## src/rtl/dit_pkg.sv

```systemverilog
package dit_pkg;
  localparam int REG_AW = 4;

  typedef enum logic [REG_AW-1:0] {
    OFS_T1_CLO = 4'd4,
    OFS_T1_CHI = 4'd5,
    OFS_T1_LLO = 4'd6,
    OFS_T1_LHI = 4'd7,
    OFS_T2_LO  = 4'd8,
    OFS_T2_HI  = 4'd9
  } dit_ofs_e;

  typedef struct packed {
    logic t1_lat_lo_wr;
    logic t1_lat_hi_wr;
    logic t1_load;
    logic t1_lo_rd;
    logic t2_lat_lo_wr;
    logic t2_load;
    logic t2_lo_rd;
  } dit_strobe_t;
endpackage

```

## src/rtl/dit_decode.sv

```systemverilog
module dit_decode
  import dit_pkg::*;
(
  input  logic [REG_AW-1:0] reg_addr_i,
  input  logic              reg_wr_i,
  input  logic              reg_rd_i,
  output dit_strobe_t       strb_o
);
  always_comb begin
    strb_o              = '0;
    strb_o.t1_lat_lo_wr = reg_wr_i && (reg_addr_i == OFS_T1_CLO || reg_addr_i == OFS_T1_LLO);
    strb_o.t1_lat_hi_wr = reg_wr_i && (reg_addr_i == OFS_T1_CHI || reg_addr_i == OFS_T1_LHI);
    strb_o.t1_load      = reg_wr_i && (reg_addr_i == OFS_T1_CHI);
    strb_o.t1_lo_rd     = reg_rd_i && (reg_addr_i == OFS_T1_CLO);
    strb_o.t2_lat_lo_wr = reg_wr_i && (reg_addr_i == OFS_T2_LO);
    strb_o.t2_load      = reg_wr_i && (reg_addr_i == OFS_T2_HI);
    strb_o.t2_lo_rd     = reg_rd_i && (reg_addr_i == OFS_T2_LO);
  end
endmodule

```

## src/rtl/dit_counter.sv

```systemverilog
module dit_counter #(
  parameter int DW          = 8,
  parameter bit CAN_FREERUN = 1'b1,
  localparam int CW         = 2 * DW
) (
  input  logic          clk,
  input  logic          rst,
  input  logic          tick_i,
  input  logic          freerun_i,
  input  logic          lat_lo_wr_i,
  input  logic          lat_hi_wr_i,
  input  logic          load_i,
  input  logic [DW-1:0] wdata_i,
  output logic [CW-1:0] cnt_o,
  output logic [CW-1:0] latch_o,
  output logic          evt_o
);
  logic [CW-1:0] cnt_q, latch_q, nxt;
  logic          armed_q, fr, fire;

  assign fr = CAN_FREERUN && freerun_i;

  // next value on a tick: periodic reload after the 0xFFFF step
  always_comb begin
    if (fr && (cnt_q == '1)) nxt = latch_q;
    else                     nxt = cnt_q - 1'b1;
    fire = tick_i && !load_i && (nxt == '0) && (fr || armed_q);
  end

  always_ff @(posedge clk) begin
    if (rst) begin
      cnt_q   <= '1;
      latch_q <= '1;
      armed_q <= 1'b0;
      evt_o   <= 1'b0;
    end else begin
      evt_o <= fire;
      if (lat_lo_wr_i) latch_q[DW-1:0]  <= wdata_i;
      if (lat_hi_wr_i) latch_q[CW-1:DW] <= wdata_i;
      if (load_i) begin
        cnt_q   <= {wdata_i, latch_q[DW-1:0]};
        armed_q <= 1'b1;
      end else if (tick_i) begin
        cnt_q <= nxt;
        if (fire) armed_q <= 1'b0;
      end
    end
  end

  assign cnt_o   = cnt_q;
  assign latch_o = latch_q;

  // no tick and no load leaves the counter alone
  p_hold_no_tick_r9: assert property (@(posedge clk) disable iff (rst)
    (!tick_i && !load_i) |=> $stable(cnt_q));
  // load wins over decrement
  p_load_wins_r9: assert property (@(posedge clk) disable iff (rst)
    load_i |=> (cnt_q == {$past(wdata_i), $past(latch_q[DW-1:0])}) && !evt_o);
  // an event pulse coincides with a zero counter
  p_evt_at_zero_r10: assert property (@(posedge clk) disable iff (rst)
    evt_o |-> (cnt_q == '0));
  // free-running reload after 0xFFFF
  p_freerun_reload_r6: assert property (@(posedge clk) disable iff (rst)
    (fr && tick_i && !load_i && cnt_q == '1) |=> (cnt_q == $past(latch_q)));
  // one-shot disarms on its event
  p_oneshot_once_r7: assert property (@(posedge clk) disable iff (rst)
    (fire && !fr) |=> !armed_q);
endmodule

```

## src/rtl/dual_interval_timer.sv

```systemverilog
module dual_interval_timer
  import dit_pkg::*;
#(
  parameter int DW = 8
) (
  input  logic              clk,
  input  logic              rst,
  input  logic              tick_i,
  input  logic              t1_freerun_i,
  input  logic [3:0]        reg_addr_i,
  input  logic              reg_wr_i,
  input  logic              reg_rd_i,
  input  logic [7:0]        reg_wdata_i,
  output logic [7:0]        reg_rdata_o,
  output logic              t1_set_o,
  output logic              t1_clr_o,
  output logic              t2_set_o,
  output logic              t2_clr_o
);
  localparam int CW = 2 * DW;

  dit_strobe_t   strb;
  logic [CW-1:0] t1_cnt, t1_lat, t2_cnt, t2_lat;
  logic [DW-1:0] rd_mux;

  dit_decode u_dec (
    .reg_addr_i (reg_addr_i),
    .reg_wr_i   (reg_wr_i),
    .reg_rd_i   (reg_rd_i),
    .strb_o     (strb)
  );

  dit_counter #(.DW(DW), .CAN_FREERUN(1'b1)) u_t1 (
    .clk         (clk),
    .rst         (rst),
    .tick_i      (tick_i),
    .freerun_i   (t1_freerun_i),
    .lat_lo_wr_i (strb.t1_lat_lo_wr),
    .lat_hi_wr_i (strb.t1_lat_hi_wr),
    .load_i      (strb.t1_load),
    .wdata_i     (reg_wdata_i),
    .cnt_o       (t1_cnt),
    .latch_o     (t1_lat),
    .evt_o       (t1_set_o)
  );

  dit_counter #(.DW(DW), .CAN_FREERUN(1'b0)) u_t2 (
    .clk         (clk),
    .rst         (rst),
    .tick_i      (tick_i),
    .freerun_i   (1'b0),
    .lat_lo_wr_i (strb.t2_lat_lo_wr),
    .lat_hi_wr_i (strb.t2_load),
    .load_i      (strb.t2_load),
    .wdata_i     (reg_wdata_i),
    .cnt_o       (t2_cnt),
    .latch_o     (t2_lat),
    .evt_o       (t2_set_o)
  );

  always_comb begin
    case (reg_addr_i)
      OFS_T1_CLO: rd_mux = t1_cnt[DW-1:0];
      OFS_T1_CHI: rd_mux = t1_cnt[CW-1:DW];
      OFS_T1_LLO: rd_mux = t1_lat[DW-1:0];
      OFS_T1_LHI: rd_mux = t1_lat[CW-1:DW];
      OFS_T2_LO:  rd_mux = t2_cnt[DW-1:0];
      OFS_T2_HI:  rd_mux = t2_cnt[CW-1:DW];
      default:    rd_mux = '0;
    endcase
  end

  logic unused_t2_lat;
  assign unused_t2_lat = ^t2_lat;

  always_ff @(posedge clk) begin
    if (rst) begin
      reg_rdata_o <= '0;
      t1_clr_o    <= 1'b0;
      t2_clr_o    <= 1'b0;
    end else begin
      if (reg_rd_i) reg_rdata_o <= rd_mux;
      t1_clr_o <= strb.t1_lat_hi_wr | strb.t1_lo_rd;
      t2_clr_o <= strb.t2_load | strb.t2_lo_rd;
    end
  end

  // counter-high write acknowledges the first timer
  p_t1_clr_on_load_r3: assert property (@(posedge clk) disable iff (rst)
    (reg_wr_i && reg_addr_i == 4'd5) |=> t1_clr_o);
  // low counter read acknowledges the first timer
  p_t1_clr_on_read_r5: assert property (@(posedge clk) disable iff (rst)
    (reg_rd_i && reg_addr_i == 4'd4) |=> t1_clr_o);
  // second timer acknowledge only on its own accesses
  p_t2_clr_source_r8: assert property (@(posedge clk) disable iff (rst)
    (!reg_rd_i && !reg_wr_i) |=> !t2_clr_o);
  // read data holds when no read is made
  p_rdata_hold_r10: assert property (@(posedge clk) disable iff (rst)
    !reg_rd_i |=> $stable(reg_rdata_o));
endmodule

```

## config.mk

```make
export PLATFORM = sky130hd
export DESIGN_NAME = dual_interval_timer
export DESIGN_NICKNAME = d
export VERILOG_FILES = /design/src/rtl/dit_pkg.sv /design/src/rtl/dit_decode.sv /design/src/rtl/dit_counter.sv /design/src/rtl/dual_interval_timer.sv
export SDC_FILE = /design/constraint.sdc
export NUM_CORES = 1
export LEC_CHECK = 0
export BUFFER_PORTS_ARGS = -buffer_cell sky130_fd_sc_hd__buf_2
export CAP_MARGIN = 10
export CORE_MARGIN = 8
export CORE_UTILIZATION = 51
export DETAILED_ROUTE_END_ITERATION = 10
export GPL_ROUTABILITY_DRIVEN = 1
export PLACE_DENSITY = 0.69
export SLEW_MARGIN = 10
export SYNTH_ARGS = -nofsm -noshare
export SYNTH_HDL_FRONTEND = slang
export SYNTH_SLANG_ARGS = --single-unit
```

## constraint.sdc

```tcl
create_clock -name clk -period 3 [get_ports clk]
set_input_delay 0.6 -clock clk [delete_from_list [all_inputs] [get_ports clk]]
set_output_delay 0.6 -clock clk [all_outputs]
set_load 0.005 [all_outputs]
```

==> results of run 1 <==
## cell usage after synthesis, types with 10 or more instances
master / count / area, um^2
a21oi_1: 27 / 135.1
a22oi_1: 10 / 75.07
clkbuf_1: 29 / 108.9
dfxtp_1: 70 / 1401
inv_1: 10 / 37.54
mux2i_1: 13 / 130.1
nand2_1: 65 / 244.0
nand3_1: 31 / 155.2
nor2_1: 65 / 244.0
nor2b_1: 14 / 87.58
nor3_1: 19 / 95.09
o21ai_0: 42 / 210.2
o22ai_1: 10 / 62.56
xnor2_1: 15 / 131.4
xor2_1: 11 / 96.34
## flip-flops by register name, summed over array words and instances, names as in the netlist
signal,flops
u_t1.cnt_o,16
u_t1.latch_o,16
u_t2.cnt_o,16
reg_rdata_o,8
u_t2.latch_o,8
t1_clr_o,1
t2_clr_o,1
u_t1.armed_q,1
u_t1.evt_o,1
u_t2.armed_q,1
u_t2.evt_o,1
## metrics by stage
stage	power [W]	utilization, %	cells
global placement	0.001266	53.69	656
finish	0.002000	56.02	672
floorplan	0.001179	-	550
global route	0.002081	56.02	672
detailed placement	0.001269	53.69	656
CTS	0.002006	56.02	672
## layer usage
layer | up-vias | track usage (%) | part of all wire, %
met5 | - | 0 | 0
met4 | 0 | 8.442 | 1.9
met2 | 171 | 34.05 | 44
met1 | 1915 | 31.74 | 45
met3 | 18 | 3.267 | 8.5
li1 | 1992 | - | -
## cell families after synthesis
| group | share of synthesized area (%) |
|---|---|
| buf+inv | 5.765 |
| xor+xnor | 5.494 |
| simple gates | 29.10 |
| flops | 33.81 |
| fa+ha+maj | 1.207 |
| mux | 3.411 |
| compound gates | 21.22 |
## worst min-delay path by stage
stage                           end  slack [ns]
floorplan           u_t2.latch_o[2]        0.44
finish              u_t2.latch_o[2]        0.47
global route             u_t2.evt_o        0.49
detailed placement  u_t2.latch_o[2]        0.45
CTS                 u_t2.latch_o[2]        0.47
global placement    u_t2.latch_o[2]        0.45
## layout make-up
| cell class | count | area share, % |
|---|---|---|
| Inverter | 10 | 0.8322 |
| Clock inverter | 7 | 1.415 |
| Clock buffer | 9 | 2.746 |
| Timing Repair Buffer | 42 | 5.381 |
| Sequential cell | 70 | 31.07 |
| Tap cell | 105 | 2.913 |
| Multi-Input combinational cell | 429 | 55.64 |
## worst register-to-register path, stage by stage, from the launching register on
cell,delay (ns)
dfxtp_1,0.48
ha_1,0.19
nand4_1,0.12
or4_1,0.78
o22ai_2,0.26
nand3_1,0.12
or3_1,0.39
nor4_2,0.20
## power by group through the flow
stage / logic, W / clock network (W) / registers (W)
6_report: 0.000252 / 0.000747 / 0.00100
5_1_grt: 0.000279 / 0.000797 / 0.00100
4_1_cts: 0.000250 / 0.000759 / 0.000998
3_5_place_dp: 0.000249 / 0 / 0.00102
3_3_place_gp: 0.000247 / 0 / 0.00102
2_1_floorplan: 0.000180 / 0 / 0.000999
==> key figures, run 1 <==
Run status
  • Run status: finished clean

Pwr
  • Clock Power Share: 37.4%
  • P_sw: 0.0006268 W
  • Power Dens Cells: 443.4 mW/mm^2
  • Worst-case vdd ir drop: 0.2648 mV
  • LEAKAGE: 1.710 nW
  • Sequential Power Share: 50.0%
  • Power Internal: 0.001373 W
  • Gate power share: 12.6%
  • Switch share: 31.34%

Setup path
  • Critical path capture point type: flip-flop
  • Peak fanout along the critical path: 12
  • Crit path buffers/inverters: 0
  • Reg2reg end: u_t1.evt_o
  • Worst setup endpoint: u_t1.evt_o
  • R2R depth: 7
  • Worst EP required: 3.28 ns
  • Crit path DAT: 2.90 ns
  • Reg-to-reg slack, setup: around 0.38 ns
  • Worst R2R Start: u_t1.cnt_o[0]
  • Worst path slowest cell: or4_1
  • Worst path cell trace: ha_1, nand4_1, or4_1, o22ai_2, nand3_1, or3_1, nor4_2
  • CP top delay family: simple AND/OR/NAND/NOR gates
  • Worst path max stage delay: 0.78 ns
  • Worst setup SP type: flip-flop
  • Critical path launch point: u_t1.cnt_o[0]
  • Critical path type: flip-flop to flip-flop
  • Critical path depth: 7

Clock tree
  • CTS Hold Bufs: 0
  • CTS buffer count: 9
  • Clk slew on worst S/H paths: around 0.09 ns
  • Clock tree buffer depth: 2
  • Post-CTS setup buffer count: 0
  • CTS root buf: clkbuf_8
  • CTS tree: yes
  • Post-CTS sizing: 0
  • Clock latency on the worst-skew pair: 0.36 ns
  • Clk sink count: 70
  • H-tree levels: 3

Cells and area
  • Reg area: 0.001401 mm^2
  • Area Overhead vs Synth: 8.814%
  • Fillcell total: between 800 and 900
  • Multi-input gate area: 0.002510 mm^2
  • Commonest non-fill, non-tap cells in the layout: 70 x dfxtp_1, 65 x nand2_1, 65 x nor2_1, 42 x o21ai_0, 31 x nand3_1
  • Commonest non-fill, non-tap cell in the layout: dfxtp_1
  • Ant diodes: 0
  • Fin nets: 584
  • Share of layout cells above drive strength 1: 12.87%
  • Finished layout cell area: 0.004511 mm^2

STA
  • Period utilization: 87.46%
  • Unrepaired setup endpoints after global routing: no
  • Min Tclk post-route: 2.624 ns
  • Final slew viol count: 0
  • Final setup fails: 0
  • Slew @ Worst Pin: 0.7363 ns
  • Setup TNS: 0 ns
  • Worst Skew: between 0.01 and 0.015 ns
  • FMAX: 381.1 MHz
  • Slew HR: 50.54%
  • Fin. Hold Viols: 0
  • Setup ws final: between 0.3 and 0.4 ns
  • Worst Hold Slack: 0.4711 ns

Min path
  • Worst min path class: flip-flop to flip-flop
  • Hold_sp: u_t2.latch_o[2]
  • Hold Path Stages: 2

Floorplanning
  • Die Area: 0.01127 mm^2
  • Core area: 0.008051 mm^2
  • Top-Level Pins: 30
  • Die width: ~110 um
  • Std-Cell Rows: 33
  • Initial Utilization: about half
  • Die Y: 106.2 um

Drt
  • DR WL/cell: 18.60 um
  • Vias: 4,096
  • DR iter-0 viols: between 300 and 400
  • DRC: 0
  • Routed wire length: 12,500 um
  • Detailed Routing Iterations Pass 1: 5
  • DRT antenna net count: 0
  • Via-to-Cell Ratio: 6.095

Yosys
  • Seq/Total Area, Yosys: 33.81%
  • Mapped Cells: 550
  • Post-synth top flop: dfxtp_1
  • Number of synthesized flops with an enable pin: 0
  • Syn Nets: about 570
  • #FFs+latches synth: 70
  • Ys Warns: 0
  • Avg Cell Area, Syn: 7.537 um^2
  • Post-synthesis cell area: roughly 0.0041 mm^2
  • Yosys cell types: 61
  • Post-synth ARST share: 0%

GRT
  • Overflow after GRT: 0
  • Pin count of the biggest net entering global routing: 34
  • Total GRT Usage: 22.56%
  • Global-route wire length before repair: 20,240 um
  • Initial antenna violation count: 0
  • Vias in the first global route: 3,790

Placed design
  • DP HPWL: 8746 um
  • Routability cong.: 0.9211
  • Cell Area, Placed: 0.004323 mm^2
  • I/O Buffers: 29
  • Dpl ws: 0.3446 ns

Run
  • Max cap viols: 0
Power figures use the tool's default switching activity.
==> run 2: changes to the inputs <==
ABC_AREA = 1   (was default)
CORE_ASPECT_RATIO = 2   (was default)
CORE_UTILIZATION = 55   (was 51)
PLACE_DENSITY = 0.74   (was 0.69)
==> key figures, run 2 <==
Setup path
  • Worst setup SP type: flip-flop
  • Critical path type: flip-flop to flip-flop
  • Critical path capture point type: flip-flop
  • Worst EP required: 3.22 ns
  • Reg2reg end: u_t1.armed_q
  • Worst path cell trace: inv_1, ha_1, nand2_1, o21ai_0, nand2_1, nand2_1, nand3_1, nor2_1, nand3_1, nor2_1, nor2_1
  • Reg-to-reg slack, setup: 0.93 ns
  • Peak fanout along the critical path: 5
  • Worst path max stage delay: 0.33 ns
  • R2R depth: 11
  • CP top delay family: simple AND/OR/NAND/NOR gates
  • Crit path DAT: 2.29 ns
  • Crit path buffers/inverters: 1
  • Worst R2R Start: u_t1.cnt_o[0]
  • Worst path slowest cell: ha_1

GRT
  • Global-route wire length before repair: 20,600 um
  • Vias in the first global route: 4,093
  • Overflow after GRT: 0
  • Initial antenna violation count: 0
  • Pin count of the biggest net entering global routing: 29
  • Total GRT Usage: 24.09%

STA
  • Fin. Hold Viols: 0
  • FMAX: 484.2 MHz
  • Unrepaired setup endpoints after global routing: no
  • Worst Skew: 0.004157 ns
  • Setup ws final: around 0.93 ns
  • Final setup fails: 0
  • Min Tclk post-route: 2.065 ns
  • Slew @ Worst Pin: just over 0.8 ns
  • Slew HR: 44.35%
  • Final slew viol count: 0
  • Setup TNS: 0 ns
  • Worst Hold Slack: 0.4416 ns
  • Period utilization: between 60% and 70%

Yosys
  • Yosys cell types: 32
  • Ys Warns: 0
  • Syn Nets: 645
  • Seq/Total Area, Yosys: between 30% and 40%
  • Post-synth top flop: dfxtp_1
  • Synth top cells by count: 171 x nand2_1, 76 x inv_1, 70 x dfxtp_1
  • Most common cell in the netlist: nand2_1
  • Post-synth ARST share: 0%
  • Share of the synthesized area in the top cell type: roughly 34%
  • Mapped Cells: 623
  • Avg Cell Area, Syn: 6.688 um^2
  • Post-synthesis cell area: 0.004166 mm^2
  • #FFs+latches synth: 70
  • Number of synthesized flops with an enable pin: 0
  • Area leader, netlist: dfxtp_1
  • Top cells by area, synth: dfxtp_1 34%, nand2_1 15%, o221ai_1 8.2%, inv_1 6.8%, nor2_1 5.2%

Drt
  • Vias: 4,430
  • Detailed Routing Iterations Pass 1: 6
  • DRT antenna net count: 0
  • DR WL/cell: 17.40 um
  • DRC: 0
  • M1 WL: ~5300 um
  • Top sig layer: met4
  • Routed wl met2: ~6100 um
  • Via-to-Cell Ratio: 5.915
  • Routed wire length: 13,030 um
  • WL met3: roughly 900 um
  • DR iter-0 viols: 520

Floorplanning
  • Top-Level Pins: 30
  • Die width: 77.55 um
  • Die Y: 139.1 um
  • Die Area: 0.01079 mm^2
  • Core area: 0.007488 mm^2
  • Initial Utilization: 55.64%
  • Std-Cell Rows: 45

Run status
  • Run status: finished clean

Cells and area
  • Area Overhead vs Synth: 12.58%
  • Fillcell total: 728
  • Fin nets: 672
  • Ant diodes: 0
  • Commonest non-fill, non-tap cells in the layout: 171 x nand2_1, 76 x inv_1, 70 x dfxtp_1, 58 x nor2_1, 42 x a21oi_1
  • Commonest non-fill, non-tap cell in the layout: nand2_1
  • Share of layout cells above drive strength 1: roughly an eighth

Clock tree
  • CTS buffer count: 9
  • Clock tree buffer depth: 2
  • Clock latency on the worst-skew pair: 0.33 ns
  • CTS Hold Bufs: 0
  • Post-CTS sizing: 0
  • Clk sink count: 70
  • Clk slew on worst S/H paths: roughly 0.050 ns
  • CTS tree: yes
  • H-tree levels: 3
  • Post-CTS setup buffer count: 0
  • CTS root buf: clkbuf_16

Placed design
  • DP HPWL: roughly 9500 um
  • Routability cong.: 0.9515
  • I/O Buffers: 29
  • Dpl ws: 0.8479 ns

Pwr
  • Overall power: 0.002510 W
  • Worst-case vdd ir drop: 0.3856 mV
  • Power Dens Cells: approximately 540 mW/mm^2
  • LEAKAGE: 2.243 nW

Min path
  • Hold_sp: u_t2.armed_q
  • Hold Path Stages: 2
  • Worst min path class: flip-flop to flip-flop
  • End of the worst hold path: u_t2.evt_o

Run
  • Max cap viols: 0
==> run 2: cell families after synthesis <==
| kind of cell | synth area share (%) |
|---|---|
| AO/OA/AOI/OAI | 20.96 |
| XOR/XNOR | 2.102 |
| adder cells (fa/ha/maj) | 1.201 |
| buffers and inverters | 9.790 |
| flip-flops | 33.63 |
| AND/OR/NAND/NOR | 32.31 |
==> run 2: through the flow <==
step	instance area, um^2	utilization (%)	cells
2_1_floorplan	4167	-	623
3_3_place_gp	4374	58.41	733
3_5_place_dp	4374	58.41	733
4_1_cts	4691	62.64	749
5_1_grt	4691	62.64	749
6_report	4691	62.64	749
==> run 2: per-layer routing <==
metal  global-route usage (%)  up-vias
met2                    37.14      216
li1                         -     2147
met5                        0        -
met3                    5.455       60
met4                    13.83        0
met1                    29.75     2007
==> run 2: worst max-delay path by stage <==
| stage | startpoint | to | slack [ns] | cells past startpoint |
|---|---|---|---|---|
| finish | u_t1.cnt_o[0] | u_t1.armed_q | 0.93 | 11 |
| global route | u_t1.cnt_o[0] | u_t1.armed_q | 0.81 | 11 |
| CTS | u_t1.cnt_o[0] | u_t1.armed_q | 1.00 | 11 |
| detailed placement | reg_addr_i[0] | u_t2.armed_q | 0.85 | 11 |
| global placement | reg_addr_i[0] | u_t2.armed_q | 0.90 | 11 |
| floorplan | reg_addr_i[3] | u_t2.latch_o[0] | 1.35 | 7 |
==> run 2: layout make-up <==
cell class / count / area (um^2) / share of cell area [%]
Sequential cell: 70 / 1401 / 29.87
Clock buffer: 12 / 246.5 / 5.255
Multi-Input combinational cell: 451 / 2357 / 50.25
Tap cell: 94 / 117.6 / 2.507
Timing Repair Buffer: 34 / 182.7 / 3.894
Inverter: 84 / 315.3 / 6.722
Clock inverter: 4 / 70.07 / 1.494
==> run 2: worst register-to-register path: stages, from the launching register on <==
cell	delay [ns]
dfxtp_1	0.32
inv_1	0.20
ha_1	0.33
nand2_1	0.17
o21ai_0	0.19
nand2_1	0.10
nand2_1	0.13
nand3_1	0.10
nor2_1	0.16
nand3_1	0.09
nor2_1	0.12
nor2_1	0.05
==> run 2: power breakdown <==
group | total, W | internal, W | switching (W) | leakage [nW]
Sequential | 0.00102 | 0.000981 | 0.0000444 | 0.576
Clock | 0.00114 | 0.000748 | 0.000392 | 0.157
Combinational | 0.000345 | 0.000108 | 0.000237 | 1.51
Total | 0.00251 | 0.00184 | 0.000674 | 2.24
==> run 3: changes to the inputs <==
ABC_AREA = 0   (was 1)
clock period = 2.05 ns   (was 3 ns; I/O delays follow)
==> key figures, run 3 (same netlist as run 1, synthesis figures left out) <==
Run status
  • Run status: complete, but fails checks
  • Failing checks: setup timing

Floorplanning
  • Initial Utilization: between 50% and 60%
  • Die Area: about 0.011 mm^2
  • Std-Cell Rows: 45
  • Die width: 77.39 um
  • Core area: 0.007432 mm^2
  • Die Y: between 100 and 150 um
  • Top-Level Pins: 30

STA
  • Unrepaired setup endpoints after global routing: yes
  • Final slew viol count: 0
  • Fin. Hold Viols: 0
  • Worst Skew: 0.01161 ns
  • Final setup fails: 7
  • FMAX: 434.4 MHz
  • Slew @ Worst Pin: around 0.5 ns
  • Min Tclk post-route: 2.302 ns
  • Setup ws final: -0.2521 ns
  • Period utilization: 112.3%
  • Slew HR: between 60% and 70%
  • Worst Hold Slack: around 0.39 ns

Cells and area
  • Reg area: 0.001410 mm^2
  • Share of layout cells above drive strength 1: between 20% and 30%
  • Non-filler cells, final: ~730
  • Commonest non-fill, non-tap cell in the layout: buf_4
  • Commonest non-fill, non-tap cells in the layout: 69 x buf_4, 65 x nand2_1, 65 x dfxtp_1, 62 x nor2_1, 35 x o21ai_0
  • Multi-input gate area: 0.002748 mm^2
  • Ant diodes: 0
  • Finished layout cell area: 0.005416 mm^2
  • Fillcell total: 606
  • Fin nets: 651
  • Area Overhead vs Synth: 30.67%
  • Finished Core Util: 72.88%

Setup path
  • Crit path DAT: 2.55 ns
  • Worst EP required: 2.30 ns
  • Critical path type: flip-flop to flip-flop
  • Reg-to-reg slack, setup: -0.25 ns
  • Critical path capture point type: flip-flop
  • Peak fanout along the critical path: 3
  • Worst setup SP type: flip-flop
  • R2R depth: 7
  • Worst R2R Start: u_t1.cnt_o[10]
  • Reg2reg end: u_t1.evt_o

Drt
  • DR WL/cell: around 19 um
  • DR iter-0 viols: between 400 and 500
  • Detailed Routing Iterations Pass 1: 5
  • DRC: 0
  • Vias: 4,461
  • Routed wire length: about 14,000 um
  • Via-to-Cell Ratio: ~6.1
  • DRT antenna net count: 0

Min path
  • End of the worst hold path: u_t2.latch_o[3]
  • Worst min path class: input port to flip-flop
  • Hold_sp: reg_wdata_i[3]
  • Hold Path Stages: 3

GRT
  • Pin count of the biggest net entering global routing: 57
  • Global-route wire length before repair: 21,850 um
  • Overflow after GRT: 0
  • Vias in the first global route: ~4.2k
  • Initial antenna violation count: 0
  • Total GRT Usage: about a quarter

Pwr
  • Worst-case vdd ir drop: 0.6605 mV
  • Power Dens Cells: approximately 650 mW/mm^2
  • LEAKAGE: 2.187 nW

Placed design
  • I/O Buffers: 29
  • Placed insts: roughly 710
  • Routability cong.: 0.9887
  • Dpl ws: -0.2612 ns
  • DP HPWL: 10,130 um
  • Cell Area, Placed: 0.004867 mm^2

Clock tree
  • Clock tree buffer depth: 2
  • Clk sink count: 70
  • CTS root buf: clkbuf_16
  • H-tree levels: 3
  • Clock latency on the worst-skew pair: 0.35 ns
  • CTS tree: yes
  • CTS Hold Bufs: 0
  • Clk slew on worst S/H paths: around 0.060 ns
  • CTS buffer count: 9

Run
  • Max cap viols: 0
-- run 3: cell types whose count changed in the layout (fill, tap and decap cells not counted), sizes merged, moves of 10 or more --
cell    before  now
inv         79   13
o21ai       23   45
nor3         6   19
mux2i        0   13
buf         34  109
o221ai      39    0
o211ai      20    7
xnor2        0   15
nand2      180   65
nor2b        0   14
nand3       43   31
a22oi        0   10
a21oi       42   27
-- run 3: worst max path at each step --
stage                   end  cells after the start  slack (ns)           start
2_1_floorplan    u_t1.evt_o                      7       -0.12   u_t1.cnt_o[4]
3_3_place_gp     u_t1.evt_o                      7       -0.23    t1_freerun_i
3_5_place_dp     u_t1.evt_o                      7       -0.26    t1_freerun_i
4_1_cts        u_t1.armed_q                      6       -0.19   u_t1.cnt_o[5]
5_1_grt          u_t1.evt_o                      7       -0.29   u_t1.cnt_o[5]
6_report         u_t1.evt_o                      7       -0.25  u_t1.cnt_o[10]
-- run 3: through the flow --
step / TNS [ns] / total power [W]
floorplan: -0.1965 / 0.001737
global placement: -1.070 / 0.001959
detailed placement: -1.158 / 0.001963
CTS: -0.7343 / 0.003484
global route: -1.254 / 0.003616
finish: -0.8126 / 0.003514
-- run 3: area by class of cell --
| class | count | area share (%) |
|---|---|---|
| multi-input combinational | 429 | 50.73 |
| sequential | 70 | 26.03 |
| timing repair buffer | 109 | 15.02 |
| clock buffer | 9 | 4.158 |
| tap | 94 | 2.171 |
| clock inverter | 7 | 1.201 |
| inverter | 10 | 0.6930 |
-- run 3: worst max-delay path: stages, from the launching register on --
cell     delay [ns]
dfxtp_2        0.33
buf_6          0.11
or4_4          0.51
or4b_4         0.55
xor2_1         0.19
o32ai_2        0.14
a211o_1        0.25
nor4_2         0.14
-- run 3: power by group --
| part | switching (W) | internal [W] |
|---|---|---|
| registers | 0.0000439 | 0.00140 |
| logic | 0.000306 | 0.000237 |
| clock network | 0.000678 | 0.000846 |
-- run 3: timing repair --
| item | CTS | global route |
|---|---|---|
| buffers inserted | 1 | 2 |
| pin swaps | 7 | 15 |
| setup endpoints to repair | 10 | 15 |
| resized for setup | 14 | 40 |
-- run 3: per-layer routing --
metal	wire length, um	up-vias	GRT usage (%)
met5	0	-	0
met4	682	0	14.33
met3	1105	55	5.844
met2	6715	207	40.13
met1	5649	2077	31.45
li1	-	2122	-
